$ cat src/rtl/att_pkg.sv
package att_pkg;
  typedef enum logic {
    MODE_FINE = 1'b0,
    MODE_WIDE = 1'b1
  } att_mode_e;
endpackage

$ cat src/rtl/att_step_gen.sv
module att_step_gen #(
  parameter int STEP_TICKS = 8
) (
  input  logic clk_i,
  input  logic rst_ni,
  input  logic fs_tick_i,
  output logic step_o
);
  localparam int CNT_W = (STEP_TICKS > 1) ? $clog2(STEP_TICKS) : 1;
  localparam logic [CNT_W-1:0] LAST = CNT_W'(STEP_TICKS - 1);

  logic [CNT_W-1:0] cnt_q;

  assign step_o = fs_tick_i && (cnt_q == LAST);

  always_ff @(posedge clk_i or negedge rst_ni) begin
    if (!rst_ni)        cnt_q <= '0;
    else if (step_o)    cnt_q <= '0;
    else if (fs_tick_i) cnt_q <= cnt_q + 1'b1;
  end

  // after a step the counter restarts, so steps are never back to back
  p_step_spacing_r2: assert property (@(posedge clk_i) disable iff (!rst_ni)
    step_o |=> !step_o);

  p_cnt_hold_r2: assert property (@(posedge clk_i) disable iff (!rst_ni)
    !fs_tick_i |=> $stable(cnt_q));
endmodule

$ cat src/rtl/att_chan.sv
module att_chan
  import att_pkg::*;
#(
  parameter int CODE_W     = 8,
  parameter int FINE_FLOOR = 129,
  parameter int WIDE_FLOOR = 155
) (
  input  logic              clk_i,
  input  logic              rst_ni,
  input  logic              step_i,
  input  att_mode_e         mode_i,
  input  logic [CODE_W-1:0] target_i,
  input  logic              mute_i,
  input  logic              dac_off_i,
  output logic [CODE_W-1:0] level_o,
  output logic              mute_o
);
  localparam logic [CODE_W-1:0] FINE_C = CODE_W'(FINE_FLOOR);
  localparam logic [CODE_W-1:0] WIDE_C = CODE_W'(WIDE_FLOOR);

  logic [CODE_W-1:0] floor_c, goal_c, level_q, level_d;

  assign floor_c = (mode_i == MODE_WIDE) ? WIDE_C : FINE_C;
  // targets under the floor are silence
  assign goal_c  = (mute_i || (target_i < floor_c)) ? '0 : target_i;

  always_comb begin
    level_d = level_q;
    if (level_q == '0) begin
      if (goal_c != '0) level_d = floor_c;
    end else if (level_q < floor_c) begin
      level_d = '0;
    end else if (goal_c > level_q) begin
      level_d = level_q + 1'b1;
    end else if (goal_c < level_q) begin
      level_d = (level_q == floor_c) ? '0 : level_q - 1'b1;
    end
  end

  always_ff @(posedge clk_i or negedge rst_ni) begin
    if (!rst_ni)     level_q <= '1;
    else if (step_i) level_q <= level_d;
  end

  assign level_o = level_q;
  assign mute_o  = (level_q == '0) || dac_off_i;

  p_hold_off_step_r2: assert property (@(posedge clk_i) disable iff (!rst_ni)
    !step_i |=> $stable(level_q));

  p_one_code_r3: assert property (@(posedge clk_i) disable iff (!rst_ni)
    ((level_q != $past(level_q)) && ($past(level_q) != '0) && (level_q != '0))
      |-> ((level_q == $past(level_q) + 1'b1) || (level_q == $past(level_q) - 1'b1)));

  p_reentry_floor_r7: assert property (@(posedge clk_i) disable iff (!rst_ni)
    (($past(level_q) == '0) && (level_q != '0)) |-> ((level_q == FINE_C) || (level_q == WIDE_C)));

  p_no_sub_floor_r4: assert property (@(posedge clk_i) disable iff (!rst_ni)
    (level_q == '0) || (level_q >= FINE_C));

  p_dac_off_mutes_r9: assert property (@(posedge clk_i) disable iff (!rst_ni)
    dac_off_i |-> mute_o);
endmodule

$ cat src/rtl/att_ramp_top.sv
module att_ramp_top
  import att_pkg::*;
#(
  parameter int NUM_CH     = 8,
  parameter int CODE_W     = 8,
  parameter int STEP_TICKS = 8,
  parameter int FINE_FLOOR = 129,
  parameter int WIDE_FLOOR = 155
) (
  input  logic                     clk_i,
  input  logic                     rst_ni,
  input  logic                     fs_tick_i,
  input  logic                     wide_i,
  input  logic [NUM_CH*CODE_W-1:0] target_i,
  input  logic [NUM_CH-1:0]        mute_i,
  input  logic [NUM_CH-1:0]        dac_off_i,
  output logic [NUM_CH*CODE_W-1:0] level_o,
  output logic [NUM_CH-1:0]        mute_o
);
  logic      step;
  att_mode_e mode;

  assign mode = att_mode_e'(wide_i);

  att_step_gen #(.STEP_TICKS(STEP_TICKS)) u_step (
    .clk_i    (clk_i),
    .rst_ni   (rst_ni),
    .fs_tick_i(fs_tick_i),
    .step_o   (step)
  );

  for (genvar c = 0; c < NUM_CH; c++) begin : g_ch
    att_chan #(
      .CODE_W    (CODE_W),
      .FINE_FLOOR(FINE_FLOOR),
      .WIDE_FLOOR(WIDE_FLOOR)
    ) u_chan (
      .clk_i    (clk_i),
      .rst_ni   (rst_ni),
      .step_i   (step),
      .mode_i   (mode),
      .target_i (target_i[c*CODE_W +: CODE_W]),
      .mute_i   (mute_i[c]),
      .dac_off_i(dac_off_i[c]),
      .level_o  (level_o[c*CODE_W +: CODE_W]),
      .mute_o   (mute_o[c])
    );
  end
endmodule

$ cat config.mk
export PLATFORM = sky130hd
export DESIGN_NAME = att_ramp_top
export DESIGN_NICKNAME = d
export VERILOG_FILES = /design/src/rtl/att_pkg.sv /design/src/rtl/att_step_gen.sv /design/src/rtl/att_chan.sv /design/src/rtl/att_ramp_top.sv
export SDC_FILE = /design/constraint.sdc
export NUM_CORES = 1
export LEC_CHECK = 0
export BUFFER_PORTS_ARGS = -buffer_cell sky130_fd_sc_hd__buf_2
export CAP_MARGIN = 20
export CORE_MARGIN = 2
export CORE_UTILIZATION = 59
export DETAILED_ROUTE_END_ITERATION = 12
export PLACE_DENSITY = 0.89
export SYNTH_ARGS = -nofsm -noshare
export SYNTH_HDL_FRONTEND = slang
export SYNTH_SLANG_ARGS = --single-unit
$ cat constraint.sdc
create_clock -name clk_i -period 3.8 [get_ports clk_i]
set_input_delay 0.57 -clock clk_i [delete_from_list [all_inputs] [get_ports clk_i]]
set_output_delay 0.57 -clock clk_i [all_outputs]
set_load 0.01 [all_outputs]
==> results.ini <==
[run_status]
outcome = complete, no violations

[floorplanning]
initial_utilization_pct = 59.9
die-area_mm2 = 0.0163
num_rows = 45
die-width_um = 128
coreArea_mm2 = 0.0150
die_y_um = 128
io_pins = 156

[run]
maxCapViolCount = 0

[pwr]
clkPwrFrac_pct = 13.3
p_leak_nw = 5.05
p_switching_w = 0.00362
ir_worst_vdd_mv = 0.429
switching_share_pct = 48.6
internal-power_w = 0.00383
powerDensity_mw_per_mm2 = 670
combPwrFrac_pct = 61.8
seq_power_share_pct = 24.9

[timing]
rsz0062_at_grt = yes
slew_headroom_pct = 39.0
fmax_mhz = 266
fin_crit_ns = 3.75
skew_ns = 0.00429
timing_hold_violations_final = 0
tightest_slew_ns = 0.904
timing.final.crit_share_pct = 98.8
setup_violations = 0
hold_slack_ns = 0.361
slew_violations = 0
setup_ws_ns = 0.0462

[route]
ant_nets = 0
finalWirelength_mm = 25.9
highest_layer = met5
wl_met3_mm = 2.04
wl_per_cell_um = 17.0
drcViolationCount = 0
num_vias = 9899
wl_met2_mm = 12.7
wl_met1_mm = 10.5
via_per_inst = 6.47
drt_iter0_drc = 852
dr.pass1.iters = 6

[yosys]
ys_top_cells_by_area = ha_1 (19%), dfstp_2 (19%), a21oi_1 (4.3%), and2_1 (4.0%), nand2_1 (4.0%)
synth_xor_area_share_pct = 0.973
synth_common_cells = ha_1 (138), nand2_1 (95), a21oi_1 (77), nor2_1 (77), inv_1 (75)
synth_mux_area_share_pct = 3.23
netlist_area_mm2 = 0.00900
yosysMostFrequentCell = ha_1
synth_compound_area_share_pct = 26.1
synthArstFlopShare_pct = 100
yosys.area_share.simple_pct = 25.3
synth_area_leader_cell = ha_1
synth_edf_count = 0
synth-seq-cells = 67
synth_top_area_share_pct = 19.2
synth_fp_nets = 1360
ys.flop_type = dfstp_2
synthAdderAreaFrac_pct = 19.2
synth_top_family_by_area = compound AO/OA/AOI/OAI gates
ys_warn_count = 0
ys_seq_area_share_pct = 19.5
syn_inst = 1138
avgSynthCellArea_um2 = 7.91
ys_types = 86

[global_route]
grt_start_max_net_pins = 40
grt-ovfl-total = 0
grt_first_pass_wirelength_mm = 42.4
track_usage_pct = 31.1
grt_antenna_before_repair = 1
grt_pass1_vias = 9211

[clocking]
cts_sinks = 67
numCtsBuffers = 9
clock-root-buffer = clkbuf_16
clk_pin_slew_ns = 0.06
worstSkewPairLatency_ns = 0.35
cts.htree.levels = 3
clockBufferDepth = 2
cts_tree = yes

[critical_path]
worstSetupStartpointType = primary input
critPathMaxStageDelay_ns = 0.41
crit_buf_inv = 3
cpMaxStageDelayCell = a2111oi_4
cp-end-kind = flop
crit_type = in -> reg
cp_common_cell = a21o_1
crit_required_ns = 4.07
cp_max_fo = 8
cp_cell_sequence = buf_8 -> clkinvlp_4 -> buf_12 -> ha_4 -> a211o_1 -> a21o_1 -> a2111oi_4 -> nor3b_4 -> and2_1 -> ha_1 -> a21oi_1 -> a21o_1 -> a21oi_4 -> or3_1 -> a221o_1 -> a22oi_2
critPathTopFamily = compound AO/OA/AOI/OAI gates
arrival_ns = 4.02

[place]
place_congestion = 0.938
dpl_cell_area_mm2 = 0.0106
dp_cells = 1507
portBuffers = 155
preCtsSetupSlack_ns = -0.305
dp_hpwl_mm = 19.8

[cells_and_area]
utilization_pct = 73.9
multi_input_area_mm2 = 0.00708
syn2layout_area_growth_pct = 23.5
drive_gt1_share_pct = 29.5
stdcell_count = 1529
nets = 1558
antenna_cells = 0
fill_cells = 1119
design_area_mm2 = 0.0111
register_area_mm2 = 0.00176

[min_path]
holdCritPathClass = in -> async

-- per-stage QoR --
step	TNS, ns	power, W
global placement	-2.14	0.00608
global route	-0.201	0.00804
floorplan	-27.23	0.00489
CTS	0	0.00729
detailed placement	-7.00	0.00625
finish	0	0.00745
-- final cells by class --
| type | count | area share, % |
|---|---|---|
| clock buffer | 9 | 2.03 |
| clock inverter | 7 | 1.11 |
| inverter | 76 | 2.60 |
| multi-input combinational | 952 | 63.7 |
| sequential | 67 | 15.8 |
| tap | 188 | 2.12 |
| timing repair buffer | 230 | 12.6 |
-- cell families (layout without fill, tap and decap cells) --
kind of cell,Yosys count,after routing
AOI/OAI and AO/OA,336,336
xor gates and xnor gates,10,10
adders and majority gates,138,138
buffers and inverters,119,322
DFF,67,67
muxes,28,28
and+or+nand+nor,440,440
-- state kept, by name (all words and copies together) (netlist names) --
signal / flops
g_ch.u_chan.level_o: 64
u_step.cnt_q: 3
-- path summary, 6_finish.rpt --
path	start	to	slack, ns	cells after the start
max	wide_i	g_ch[3].u_chan.level_o[4]	0.05	16
min	rst_ni	u_step.cnt_q[1]	0.36	1
max reg2reg	g_ch[6].u_chan.level_o[2]	g_ch[6].u_chan.level_o[1]	1.00	8
min reg2reg	u_step.cnt_q[0]	u_step.cnt_q[0]	0.49	1
max in group asynchronous	rst_ni	g_ch[5].u_chan.level_o[0]	2.63	2
min in group clk_i	fs_tick_i	u_step.cnt_q[0]	0.49	2
-- layout by cell type (no fill, tap or decap), drive strengths merged, types with 11 or more instances in the layout --
master	instances
buf	229
ha	138
nand2	95
a21oi	78
nor2	77
inv	76
o21ai	71
dfstp	64
and2	57
nand3	45
nor3	42
nand4	29
mux2i	20
o211ai	18
and3	17
a31oi	17
a211oi	14
a211o	13
nor4	13
nor2b	13
o21a	12
nand2b	11
o22ai	11
or3	11
-- worst reg2reg max path, delay by kind of cell (launching register included) --
| kind | cells | cell delay [ns] |
|---|---|---|
| buffers and inverters | 3 | 0.58 |
| AO/OA/AOI/OAI | 1 | 0.31 |
| flip-flops | 1 | 0.63 |
| multiplexers | 1 | 0.35 |
| AND/OR/NAND/NOR | 2 | 0.55 |
| adder cells (fa/ha/maj) | 1 | 0.32 |
-- per-layer routing --
layer	track usage [%]	vias up
met5	0	-
met4	11.4	2
met3	5.23	81
met2	54.1	496
met1	38.7	4638
li1	-	4682
-- repair_timing --
item | CTS | global route
hold buffers | 0 | 0
resized for setup | 0 | 33
setup buffers | 0 | 4
endpoints found under the setup margin | 0 | 28
-- power by group through the flow --
stage / Combinational (W) / Clock, W / Sequential [W]
floorplan: 0.00322 / 0 / 0.00167
global placement: 0.00426 / 0 / 0.00182
detailed placement: 0.00442 / 0 / 0.00183
CTS: 0.00446 / 0.00100 / 0.00183
global route: 0.00510 / 0.00103 / 0.00190
finish: 0.00460 / 0.000989 / 0.00186
Power figures use the tool's default switching activity.
